`config.mk`:
```
export PLATFORM = sky130hd
export DESIGN_NAME = link_stat_agent
export DESIGN_NICKNAME = d
export VERILOG_FILES = /design/src/rtl/link_stat_pkg.sv /design/src/rtl/link_stat_decode.sv /design/src/rtl/link_stat_counter.sv /design/src/rtl/link_stat_cfg_fetch.sv /design/src/rtl/link_stat_agent.sv
export SDC_FILE = /design/constraint.sdc
export NUM_CORES = 1
export LEC_CHECK = 0
export BUFFER_PORTS_ARGS = -buffer_cell sky130_fd_sc_hd__buf_2
export CAP_MARGIN = 0
export CORE_MARGIN = 10
export CORE_UTILIZATION = 50
export CTS_CLUSTER_SIZE = 16
export DETAILED_ROUTE_END_ITERATION = 8
export HOLD_SLACK_MARGIN = 0.02
export PLACE_DENSITY = 0.81
export SYNTH_ARGS = -nofsm -noshare
export SYNTH_HDL_FRONTEND = slang
export SYNTH_SLANG_ARGS = --single-unit
```
`constraint.sdc`:
```
create_clock -name clk -period 2.9 [get_ports clk]
set_clock_uncertainty 0.15 [all_clocks]
set_input_delay 0.145 -clock clk [delete_from_list [all_inputs] [get_ports clk]]
set_output_delay 0.145 -clock clk [all_outputs]
set_load 0.05 [all_outputs]
```
`src/rtl/link_stat_pkg.sv`:
```
package link_stat_pkg;

    typedef enum logic [1:0] {
        OP_NOP   = 2'b00,
        OP_READ  = 2'b01,
        OP_CLEAR = 2'b10,
        OP_CFG   = 2'b11
    } stat_op_e;

    typedef enum logic [1:0] {
        FETCH_IDLE  = 2'b00,
        FETCH_ISSUE = 2'b01,
        FETCH_WAIT  = 2'b10
    } fetch_state_e;

    // Actions decided for one accepted message
    typedef struct packed {
        logic rd;
        logic clr;
        logic cfg;
    } stat_act_t;

    function automatic logic targets_me(input logic wide, input logic match);
        return wide | match;
    endfunction

endpackage

```
`src/rtl/link_stat_decode.sv`:
```
module link_stat_decode
    import link_stat_pkg::*;
#(
    parameter int N_LINKS = 4,
    parameter int ID_W    = 4,
    parameter int BC_W    = 4,
    localparam int SEL_W  = (N_LINKS > 1) ? $clog2(N_LINKS) : 1,
    localparam int ONES_W = $clog2(N_LINKS + 1)
) (
    input  logic               accept,
    input  logic [1:0]         op,
    input  logic [ID_W-1:0]    dest,
    input  logic [ID_W-1:0]    my_id,
    input  logic [BC_W-1:0]    bcast,
    input  logic [N_LINKS-1:0] mask,
    output stat_act_t          act,
    output logic               sel_ok,
    output logic [SEL_W-1:0]   sel_idx
);

    logic              match;
    logic              wide;
    logic [ONES_W-1:0] ones;
    stat_op_e          op_e;

    assign op_e  = stat_op_e'(op);
    assign match = (dest == my_id);
    assign wide  = (bcast != '0);

    always_comb begin
        act     = '0;
        act.rd  = accept && (op_e == OP_READ) && match;
        act.clr = accept && (op_e == OP_CLEAR) && targets_me(wide, match);
        act.cfg = accept && (op_e == OP_CFG) && targets_me(wide, match);
    end

    always_comb begin
        ones    = '0;
        sel_idx = '0;
        for (int i = 0; i < N_LINKS; i++) begin
            if (mask[i]) begin
                ones    = ones + ONES_W'(1);
                sel_idx = SEL_W'(i);
            end
        end
    end

    assign sel_ok = (ones == ONES_W'(1));

endmodule

```
`src/rtl/link_stat_counter.sv`:
```
module link_stat_counter #(
    parameter int CNT_W = 16
) (
    input  logic             clk,
    input  logic             rst,
    input  logic             bump,
    input  logic             clear,
    output logic [CNT_W-1:0] count
);

    localparam logic [CNT_W-1:0] CNT_MAX = '1;

    always_ff @(posedge clk) begin
        if (rst || clear) begin
            count <= '0;
        end else if (bump && (count != CNT_MAX)) begin
            count <= count + CNT_W'(1);
        end
    end

endmodule

```
`src/rtl/link_stat_cfg_fetch.sv`:
```
module link_stat_cfg_fetch
    import link_stat_pkg::*;
#(
    parameter int ADDR_W     = 16,
    parameter int DATA_W     = 32,
    parameter int CFG_WORDS  = 4,
    parameter int CFG_STRIDE = 16,
    parameter int ID_W       = 4,
    localparam int IDX_W     = (CFG_WORDS > 1) ? $clog2(CFG_WORDS) : 1
) (
    input  logic                        clk,
    input  logic                        rst,
    input  logic                        start,
    input  logic [ADDR_W-1:0]           base,
    input  logic [ID_W-1:0]             my_id,
    output logic                        busy,
    output logic                        mem_req,
    output logic [ADDR_W-1:0]           mem_addr,
    input  logic                        mem_rsp_valid,
    input  logic [DATA_W-1:0]           mem_rsp_data,
    output logic [CFG_WORDS*DATA_W-1:0] cfg_out
);

    localparam logic [IDX_W-1:0]  LAST_IDX = IDX_W'(CFG_WORDS - 1);
    localparam logic [ADDR_W-1:0] STRIDE_A = ADDR_W'(CFG_STRIDE);

    fetch_state_e                          state_q;
    logic [ADDR_W-1:0]                     origin_q;
    logic [IDX_W-1:0]                      idx_q;
    logic [CFG_WORDS-1:0][DATA_W-1:0]      shadow_q;
    logic [CFG_WORDS-1:0][DATA_W-1:0]      shadow_next;
    logic [CFG_WORDS-1:0][DATA_W-1:0]      cfg_q;

    assign busy     = (state_q != FETCH_IDLE);
    assign mem_req  = (state_q == FETCH_ISSUE);
    assign mem_addr = origin_q + ADDR_W'(idx_q);
    assign cfg_out  = cfg_q;

    always_comb begin
        shadow_next        = shadow_q;
        shadow_next[idx_q] = mem_rsp_data;
    end

    always_ff @(posedge clk) begin
        if (rst) begin
            state_q  <= FETCH_IDLE;
            origin_q <= '0;
            idx_q    <= '0;
            shadow_q <= '0;
            cfg_q    <= '0;
        end else begin
            unique case (state_q)
                FETCH_IDLE: begin
                    if (start) begin
                        origin_q <= base + ADDR_W'(my_id) * STRIDE_A;
                        idx_q    <= '0;
                        state_q  <= FETCH_ISSUE;
                    end
                end
                FETCH_ISSUE: begin
                    state_q <= FETCH_WAIT;
                end
                FETCH_WAIT: begin
                    if (mem_rsp_valid) begin
                        shadow_q <= shadow_next;
                        if (idx_q == LAST_IDX) begin
                            cfg_q   <= shadow_next;
                            state_q <= FETCH_IDLE;
                        end else begin
                            idx_q   <= idx_q + IDX_W'(1);
                            state_q <= FETCH_ISSUE;
                        end
                    end
                end
                default: state_q <= FETCH_IDLE;
            endcase
        end
    end

endmodule

```
`src/rtl/link_stat_agent.sv`:
```
module link_stat_agent
    import link_stat_pkg::*;
#(
    parameter int N_LINKS    = 4,
    parameter int CNT_W      = 16,
    parameter int ID_W       = 4,
    parameter int TAG_W      = 6,
    parameter int BC_W       = 4,
    parameter int ADDR_W     = 16,
    parameter int DATA_W     = 32,
    parameter int CFG_WORDS  = 4,
    parameter int CFG_STRIDE = 16
) (
    input  logic                        clk,
    input  logic                        rst,
    input  logic [ID_W-1:0]             my_id,
    input  logic                        req_valid,
    output logic                        req_ready,
    input  logic [1:0]                  req_op,
    input  logic [ID_W-1:0]             req_dest,
    input  logic [N_LINKS-1:0]          req_mask,
    input  logic [BC_W-1:0]             req_bcast,
    input  logic [TAG_W-1:0]            req_tag,
    input  logic [ADDR_W-1:0]           req_addr,
    input  logic [N_LINKS-1:0]          flit_pulse,
    output logic                        rsp_valid,
    output logic [TAG_W-1:0]            rsp_tag,
    output logic                        rsp_err,
    output logic [CNT_W-1:0]            rsp_count,
    output logic                        mem_req,
    output logic [ADDR_W-1:0]           mem_addr,
    input  logic                        mem_rsp_valid,
    input  logic [DATA_W-1:0]           mem_rsp_data,
    output logic [CFG_WORDS*DATA_W-1:0] cfg_out
);

    localparam int SEL_W = (N_LINKS > 1) ? $clog2(N_LINKS) : 1;

    logic                            busy;
    logic                            accept;
    stat_act_t                       act;
    logic                            sel_ok;
    logic [SEL_W-1:0]                sel_idx;
    logic [N_LINKS-1:0][CNT_W-1:0]   cnt_q;

    assign req_ready = !busy;
    assign accept    = req_valid && req_ready;

    link_stat_decode #(
        .N_LINKS (N_LINKS),
        .ID_W    (ID_W),
        .BC_W    (BC_W)
    ) i_decode (
        .accept  (accept),
        .op      (req_op),
        .dest    (req_dest),
        .my_id   (my_id),
        .bcast   (req_bcast),
        .mask    (req_mask),
        .act     (act),
        .sel_ok  (sel_ok),
        .sel_idx (sel_idx)
    );

    for (genvar g = 0; g < N_LINKS; g++) begin : g_link
        link_stat_counter #(
            .CNT_W (CNT_W)
        ) i_counter (
            .clk   (clk),
            .rst   (rst),
            .bump  (flit_pulse[g]),
            .clear (act.clr && req_mask[g]),
            .count (cnt_q[g])
        );
    end

    link_stat_cfg_fetch #(
        .ADDR_W     (ADDR_W),
        .DATA_W     (DATA_W),
        .CFG_WORDS  (CFG_WORDS),
        .CFG_STRIDE (CFG_STRIDE),
        .ID_W       (ID_W)
    ) i_fetch (
        .clk           (clk),
        .rst           (rst),
        .start         (act.cfg),
        .base          (req_addr),
        .my_id         (my_id),
        .busy          (busy),
        .mem_req       (mem_req),
        .mem_addr      (mem_addr),
        .mem_rsp_valid (mem_rsp_valid),
        .mem_rsp_data  (mem_rsp_data),
        .cfg_out       (cfg_out)
    );

    always_ff @(posedge clk) begin
        if (rst) begin
            rsp_valid <= 1'b0;
            rsp_tag   <= '0;
            rsp_err   <= 1'b0;
            rsp_count <= '0;
        end else begin
            rsp_valid <= act.rd;
            if (act.rd) begin
                rsp_tag   <= req_tag;
                rsp_err   <= !sel_ok;
                rsp_count <= sel_ok ? cnt_q[sel_idx] : '0;
            end
        end
    end

endmodule

```
Yosys cells after proc, flatten, opt, wreduce, memory -nomap -nowiden

Cells that the tools add are included.

$add $sub $neg: 10
Magnitude comparators: 3
Equal/unequal tests: 15
Multiplexer cells: 21
Bitwise logic cells: 1
Reductions and logical operators: 31

Operators with widths:

| operator                                                                      | count |
|---|---|
| 128-bit bitwise mux                                                           | 1 |
| 16-bit by 1-bit adder with 16-bit output (second input constant)              | 4 |
| 32-bit demux with 2-bit select                                                | 1 |
| 16-bit inequality test (second input constant)                                | 4 |
| 16-bit binary-select mux with 2-bit select                                    | 1 |
| 16-bit two-way mux                                                            | 2 |
| 32-bit two-way mux                                                            | 1 |
| 16-bit by 2-bit adder with 16-bit output                                      | 1 |
| 16-bit by 8-bit adder with 16-bit output                                      | 1 |
| 1-bit logical AND                                                             | 16 |
| 2-bit two-way mux                                                             | 7 |
| 3-bit two-way mux                                                             | 3 |
| 2-bit == test (second input constant)                                         | 4 |
| 3-bit by 1-bit adder with 3-bit output (second input constant)                | 2 |
| 2-bit by 3-bit less-than comparator with 1-bit output (second input constant) | 2 |
| 2-bit one-hot mux with 3 select lines                                         | 1 |
| 2-bit AND reduction                                                           | 3 |
| 2-bit by 1-bit == test with 1-bit output (second input constant)              | 2 |
| 4-bit == test                                                                 | 1 |
| 1-bit logical OR                                                              | 4 |
| 2-bit inequality test (second input constant)                                 | 2 |
| 2-bit one-hot mux with 2 select lines                                         | 1 |
| 4-bit AND reduction                                                           | 1 |
| 2-bit nonzero test                                                            | 2 |
| other kinds (11)                                                              | 14 |

Bits in registers: 364
Input bits: 80
Output and inout bits: 170
Logic and storage cells: 100

Logic depth before layout (Yosys ltp)

Gate-level depths: netlist of run 1.

Word-level depth: 9
Gate-level depth with buffers: 14
Depth with buffers taken out: 10

Hierarchy

A second synthesis of run 1 with hierarchy kept.

Cells, all modules: 1696
Area, all modules: 15259.6 sq um

By module, submodules not included:

| module              | instances | cells each | area each (sq um) | sequential area each (sq um) |
|---|---|---|---|---|
| link_stat_cfg_fetch | 1         | 1167       | 10403.7           | 4884.7 |
| link_stat_counter   | 4         | 95         | 847.1             | 320.3 |
| link_stat_agent     | 1         | 122        | 1272.5            | 480.5 |
| link_stat_decode    | 1         | 27         | 195.2             | 0.0 |

Least setup slack after synthesis of run 1

No wires, ideal clock.

Path type: input-to-reg
Start point: input port req_mask[1]
End point: register rsp_count[10]
Setup time: 0.068 ns
Data arrival time: 2.896 ns
Data required time: 2.682 ns
Slack: -0.214 ns
Stages on the path: 13
Buffers on the path: 4
Cell sequence: clkbuf_1 > buf_2 > inv_1 > ha_1 > xor2_1 > ha_1 > nand3b_1 > o311ai_0 > o311ai_0 > or3b_1 > buf_2 > buf_6 > o2bb2ai_2

Cells in the longest elaborated chain, start to end: 7
Elaborated cells between the ends (all ways): 12
Those cells by class: add/sub (2); eq/ne (1); mux (9)

RTL lines:

| what                                     | line                   | text |
|---|---|---|
| start, declared                          | link_stat_agent.sv:21  | `input logic [N_LINKS-1:0] req_mask,` |
| 3-bit two-way mux                        | link_stat_decode.sv:41 | `if (mask[i]) begin` |
| 3-bit by 1-bit adder with 3-bit output   | link_stat_decode.sv:42 | `ones = ones + ONES_W'(1);` |
| 3-bit two-way mux                        | link_stat_decode.sv:41 |  |
| 3-bit by 1-bit adder with 3-bit output   | link_stat_decode.sv:42 |  |
| 3-bit two-way mux                        | link_stat_decode.sv:41 |  |
| 3-bit by 1-bit == test with 1-bit output | link_stat_decode.sv:48 | `assign sel_ok = (ones == ONES_W'(1));` |
| 16-bit two-way mux (*)                   | link_stat_agent.sv:108 | `rsp_count <= sel_ok ? cnt_q[sel_idx] : '0;` |
| end signal, assigned                     | link_stat_agent.sv:108 |  |
| end, declared                            | link_stat_agent.sv:29  | `output logic [CNT_W-1:0] rsp_count,` |

Mark *: on every way between the ends. The rest lies on a longest branch, timed or not. The select of a mux whose other input is x is not followed.
A chain may end at the register's enable or synchronous reset.

Final worst setup path of run 1

Start point: register i_fetch.idx_q[0]
End point: output port mem_addr[8]

Cells in the longest elaborated chain, start to end: 1

RTL lines:

| what                                     | line                      | text |
|---|---|---|
| start, declared                          | link_stat_cfg_fetch.sv:29 | `logic [IDX_W-1:0] idx_q;` |
| start signal, assigned                   | link_stat_cfg_fetch.sv:70 | `idx_q <= idx_q + IDX_W'(1);` |
| 16-bit by 2-bit adder with 16-bit output | link_stat_cfg_fetch.sv:36 | `assign mem_addr = origin_q + ADDR_W'(idx_q);` |
| end, declared                            | link_stat_agent.sv:31     | `output logic [ADDR_W-1:0] mem_addr,` |

No other way between the ends.

==> impl_metrics.json, run 1 <==
{
  "syn2layout_area_growth_pct": 23.4,
  "dpl.hpwl_um": 27800,
  "grt_usage_pct": 22.7,
  "holdWs_ns": 0.0695,
  "ys_warn_count": 0,
  "cap_violations": 0,
  "critPathBufInv": 3,
  "worstHoldStart": "req_mask[0]",
  "crit_path_start": "i_fetch.idx_q[0]",
  "grt_antenna_before_repair": 2,
  "power.leakage_uw": 0.00677,
  "path_depth": 8,
  "die_area_mm2": 0.0359,
  "nNetsFinal": 2016,
  "grt_pass1_wl_um": 67700,
  "drtIter0Drc": 1053,
  "htreeDepth": 2,
  "drt_wl_total_um": 42200,
  "synthCells": 1660,
  "route.detailed.drc": 0,
  "syn-num-nets": 1759,
  "status": "complete, no violations",
  "start_util_pct": 51.1,
  "end_kind": "primary output",
  "num_vias": 13000,
  "finalMaxSlewViolations": 0,
  "critPathKind": "reg -> out",
  "peakVddDrop_mv": 0.449,
  "grt_pass1_vias": 12800,
  "hold_viol": 0,
  "worstMarginPinSlew_ns": 0.828,
  "min_period_over_period_pct": 95.7,
  "cpPeakStageDelay_ns": 0.43,
  "layout-drive-gt1-share_pct": 18.3,
  "worstSetupEndpoint": "mem_addr[8]",
  "cp.required_ns": 2.61,
  "grt_max_degree": 116,
  "port_buffers": 249,
  "cts_root_buf": "clkbuf_16",
  "fin_cells": 2319,
  "reg2reg_slack_ns": 0.52,
  "finalSetupViolCount": 0,
  "postRouteAntennaNets": 0,
  "path_delay_family": "adder cells",
  "powerDensity_mw_per_mm2": 548,
  "cts_buffer_depth": 3,
  "min_period_ns": 2.77,
  "cp.arrival_ns": 2.48,
  "dr.pass1.iters": 6,
  "place_inst": 2192,
  "cts_setup_buffers": 0,
  "place_congestion": 0.895,
  "cpMaxStageDelayCell": "fa_1",
  "synth_area_mm2": 0.0144,
  "cp_max_fo": 5,
  "final_util_pct": 63.1,
  "wire_per_inst_um": 18.2,
  "relSlewSlack_pct": 44.8,
  "viasPerCell": 5.60,
  "die_x_um": 189,
  "avgSynthCellArea_um2": 8.65,
  "crit-reg2reg-capture": "i_fetch.cfg_out[40]",
  "row_count": 61,
  "layout_setup_ws_ns": 0.125,
  "start_kind": "register",
  "ys.flop_type": "dfxtp_1",
  "clk_latency_ns": 0.52,
  "timing.fmax_ghz": 0.360,
  "mostFrequentLayoutCell": "dfxtp_1",
  "worstRegToRegCells": 5,
  "crit_chain": "ha_1 > inv_1 > fa_1 > nor3b_2 > buf_4 > nand3_1 > xnor2_1 > clkbuf_4",
  "ys_seq_area_share_pct": 46.3,
  "synth-edff-count": 0,
  "yosysUniqueCellTypes": 50,
  "cts_tree": "yes",
  "hp-class": "in -> reg",
  "cts_sinks": 332,
  "synth_seq_cells": 332,
  "async_flop_share_pct": 0,
  "path_clk_slew_ns": 0.06,
  "final_cell_mix": "dfxtp_1 (330), nand2_1 (301), buf_2 (244), nor2_1 (191), mux2i_1 (150)",
  "ios": 250,
  "core_mm2": 0.0281,
  "numCtsBuffers": 36,
  "overflow": 0,
  "rr_startpoint": "i_fetch.state_q[1]",
  "fp.dieH_um": 189,
  "pre_cts_slack_ns": 0.201
}
-- report_power, final --
part / total [uW] / switching, uW / internal (uW)
clock: 4510 / 1830 / 2680
sequential: 4620 / 29.6 / 4590
combinational: 586 / 355 / 232
total: 9720 / 2220 / 7500
-- layout make-up --
class | instances | area (um2)
fill | 2324 | 10400
multi-input combinational | 1193 | 7200
sequential | 332 | 6650
timing repair buffer | 339 | 2180
clock buffer | 47 | 992
tap | 378 | 473
clock inverter | 13 | 163
inverter | 15 | 56.3
antenna | 2 | 5.00
-- synthesized netlist by cell type (3+ instances only) --
library cell,number,area share (%)
o2bb2ai_2,10,1.0
dfxtp_1,332,46
clkbuf_1,97,2.5
a211oi_1,106,5.5
nand3_1,30,1.0
nand3b_1,3,0.16
or4_1,3,0.16
and2_1,4,0.17
a21o_1,3,0.16
o211ai_1,4,0.21
xor2_1,33,2.0
xnor2_1,36,2.2
a31oi_1,6,0.26
o21ai_0,25,0.87
and3_1,18,0.78
and4_1,5,0.31
nor2b_1,7,0.31
a31o_2,4,0.24
buf_1,11,0.29
o2bb2ai_1,6,0.37
nor4_1,10,0.44
nand2b_1,3,0.13
a311oi_1,5,0.31
nor3_1,15,0.52
mux2i_1,150,10
nand2_1,301,7.9
nor3b_1,8,0.42
nor2_1,191,5.0
ha_1,17,1.5
nand4_1,28,1.2
buf_2,10,0.35
nand4b_1,3,0.18
a21oi_1,140,4.9
inv_1,15,0.39
-- state kept, by name, summed over array words and instances (netlist names) --
signal / cells
i_fetch.cfg_out: 128
i_fetch.shadow_q: 96
g_link.i_counter.count: 64
i_fetch.origin_q: 16
rsp_count: 16
rsp_tag: 6
i_fetch.idx_q: 2
i_fetch.state_q: 2
rsp_err: 1
rsp_valid: 1
-- through the flow --
step                      total power [uW]  area, um2  setup TNS, ns
final                                 9720      17700              0
after global routing                 10000      17700        -0.0550
after CTS                             9770      17700              0
after detailed placement              5220      15900              0
after global placement                5210      15900              0
after floorplan                       5020      14400              0
-- worst register-to-register path: cells and delay by family, from the launching register on --
family | cells | cell delay, ns
flip-flops | 1 | 0.34
buffers and inverters | 1 | 0.34
AND/OR/NAND/NOR | 3 | 1.12
AO/OA/AOI/OAI | 1 | 0.30
-- metal layers --
layer	up-vias	wire [um]	global-route usage, %
met5	-	0	0
met2	501	20100	37.3
li1	6280	-	-
met4	0	1260	7.69
met3	97	3670	6.16
met1	6113	17200	28.0
-- worst min-delay path by stage --
| stage | to | cells after the start |
|---|---|---|
| 6_report | g_link[0].i_counter.count[3] | 3 |
| 5_1_grt | g_link[0].i_counter.count[4] | 3 |
| 4_1_cts | g_link[0].i_counter.count[6] | 3 |
| 2_1_floorplan | i_fetch.shadow_q[0] | 2 |
| 3_3_place_gp | i_fetch.origin_q[0] | 3 |
| 3_5_place_dp | i_fetch.origin_q[3] | 3 |
-- cells by family after synthesis --
group	count (synthesis)	synth area share, %
adder cells (fa/ha/maj)	19	1.76
flip-flops	332	46.3
AND/OR/NAND/NOR	637	19.2
buffers and inverters	135	3.70
multiplexers	150	10.5
XOR/XNOR	69	4.21
AO/OA/AOI/OAI	318	14.4
-- repair_timing --
| item | 4_1_cts | 5_1_grt |
|---|---|---|
| hold endpoints to repair | 265 | 0 |
| resized for setup | 0 | 11 |
| hold buffers | 65 | 0 |
| setup endpoints to repair | 0 | 6 |
(Power assumes the default switching activity.)
==> inputs of run 2 (changes only) <==
--- a/config.mk
+++ b/config.mk
@@ -13,6 +13,7 @@
 export DETAILED_ROUTE_END_ITERATION = 8
 export HOLD_SLACK_MARGIN = 0.02
 export PLACE_DENSITY = 0.81
+export SETUP_SLACK_MARGIN = 0.15
 export SYNTH_ARGS = -nofsm -noshare
 export SYNTH_HDL_FRONTEND = slang
 export SYNTH_SLANG_ARGS = --single-unit
==> run 2 against run 1 <==
Critical path depth is the same. Sequential power about the same. Non-clock buffer count did not move. Worst hold slack worse by 0.0076 ns. Flip-flop and latch count did not move. Clock power up 1%. Via count is 0.32% lower. Sequential share of layout area about the same. Wire length shrank 0.97%. Combinational power about the same. Cell count about the same. Maximum frequency increased by 4.1%. Critical endpoint is now mem_addr[10]. Largest power group unchanged.
==> impl_metrics.json, run 2 (synthesis gave the netlist of run 1 again) <==
{
  "place_congestion": 0.896,
  "rsz0062_at_grt": "true",
  "overflow": 0,
  "met1Wirelength_um": 17300,
  "place_inst": 2191,
  "hp-class": "in -> reg",
  "peakVddDrop_mv": 0.392,
  "final_util_pct": 63.2,
  "start_kind": "register",
  "row_count": 61,
  "cts_tree": "yes",
  "cp_max_fo": 5,
  "clk_latency_ns": 0.52,
  "worstMarginPinSlew_ns": 0.685,
  "route.detailed.drc": 0,
  "power.leakage_uw": 0.00677,
  "relSlewSlack_pct": 54.2,
  "top_layer_used": "met4",
  "fin_setup_tns_ns": 0,
  "num_vias": 13000,
  "nNetsFinal": 2016,
  "mostFrequentLayoutCell": "dfxtp_1",
  "cp.arrival_ns": 2.37,
  "critPathBufInv": 3,
  "cts_buffer_depth": 3,
  "layout_setup_ws_ns": 0.235,
  "crit_path_frequent_cell": "buf_4",
  "dr_wl_met3_um": 3180,
  "path_clk_slew_ns": 0.06,
  "start_util_pct": 51.1,
  "cp.required_ns": 2.61,
  "cpMaxStageDelayCell": "dfxtp_4",
  "wire_per_inst_um": 18.0,
  "numCtsBuffers": 36,
  "core_mm2": 0.0281,
  "finalMaxSlewViolations": 0,
  "fin_cells": 2321,
  "cts_sinks": 332,
  "drt_wl_total_um": 41800,
  "wl_met2_um": 20000,
  "final_cell_mix": "dfxtp_1 (330), nand2_1 (301), buf_2 (243), nor2_1 (191), mux2i_1 (150)",
  "die_x_um": 189,
  "cts_root_buf": "clkbuf_16",
  "dr.pass1.iters": 7,
  "crit_chain": "ha_2 > inv_1 > fa_2 > nor3b_2 > buf_4 > nand3_1 > xnor2_1 > buf_4",
  "grt_antenna_before_repair": 1,
  "hold_viol": 0,
  "timing.fmax_ghz": 0.375,
  "pre_cts_slack_ns": 0.254,
  "postRouteAntennaNets": 0,
  "critPathKind": "reg -> out",
  "syn2layout_area_growth_pct": 23.6,
  "port_buffers": 249,
  "die_area_mm2": 0.0359,
  "finalSetupViolCount": 0,
  "grt_max_degree": 90,
  "grt_pass1_vias": 12400,
  "dpl.hpwl_um": 27200,
  "fp.dieH_um": 189,
  "viasPerCell": 5.58,
  "fillCellCount": 2354,
  "end_kind": "primary output",
  "holdWs_ns": 0.0619,
  "cap_violations": 0,
  "cpPeakStageDelay_ns": 0.37,
  "status": "complete, no violations",
  "ios": 250,
  "min_period_ns": 2.66,
  "layout-drive-gt1-share_pct": 18.2,
  "grt_pass1_wl_um": 65600,
  "grt_usage_pct": 22.0,
  "powerDensity_mw_per_mm2": 550,
  "drtIter0Drc": 1009,
  "path_delay_family": "adder cells",
  "min_period_over_period_pct": 91.9,
  "htreeDepth": 2,
  "largest_register_ffs": 128
}
run 2: changes by cell type in the layout (fill, tap and decap cells not counted), sizes merged:
cell,previous run,this run
buf,272,271
clkinvlp,3,5
clkbuf,49,53
inv,16,17
clkinv,6,2
dlygate4sd3,65,66
diode,2,1
run 2: report_power, final:
part	internal, uW	total (uW)	switching [uW]
Sequential	4590	4620	28.5
Clock	2700	4560	1850
Combinational	234	587	354
Total	7530	9760	2240
run 2: cell type report:
| class | instances | area, um2 | share of cell area [%] |
|---|---|---|---|
| clock inverters | 12 | 166 | 0.938 |
| clock buffers | 51 | 1010 | 5.68 |
| inverters | 15 | 56.3 | 0.317 |
| multi-input cells | 1193 | 7200 | 40.6 |
| well taps | 378 | 473 | 2.67 |
| flip-flops and latches | 332 | 6650 | 37.5 |
| diodes | 1 | 2.50 | 0.0141 |
| repair buffers | 339 | 2180 | 12.3 |
run 2: path summary, 6_finish.rpt:
kind / to / depth (start not counted) / slack, ns / startpoint
setup reg to reg: rsp_tag[4] / 7 / 0.39 / i_fetch.state_q[1]
hold / removal: i_fetch.origin_q[6] / 4 / 0.06 / my_id[2]
hold reg to reg: i_fetch.shadow_q[83] / 2 / 0.30 / i_fetch.shadow_q[83]
setup / recovery: mem_addr[10] / 8 / 0.24 / i_fetch.idx_q[0]
run 2: worst min-delay path, stage by stage:
cell and delay [ns]:
buf_2 0.10, ha_1 0.22, xnor2_1 0.13, a211oi_1 0.06
run 2: per-stage QoR:
stage	power [uW]	area (um2)
finish	9760	17700
global route	10100	17700
CTS	9820	17700
detailed placement	5220	15900
global placement	5200	15900
floorplan	5020	14400
run 2: what timing repair did:
item | CTS | global route
hold buffers | 66 | 0
endpoints found under the hold margin | 270 | 0
pin swaps | 0 | 1
setup buffers | 0 | 0
setup endpoints to repair | 5 | 4
resized for setup | 8 | 3
run 2: routing by layer:
metal	vias up	GRT usage (%)
li1	6281	-
met3	88	5.22
met2	448	36.8
met1	6133	26.9
met5	-	0
met4	0	8.24
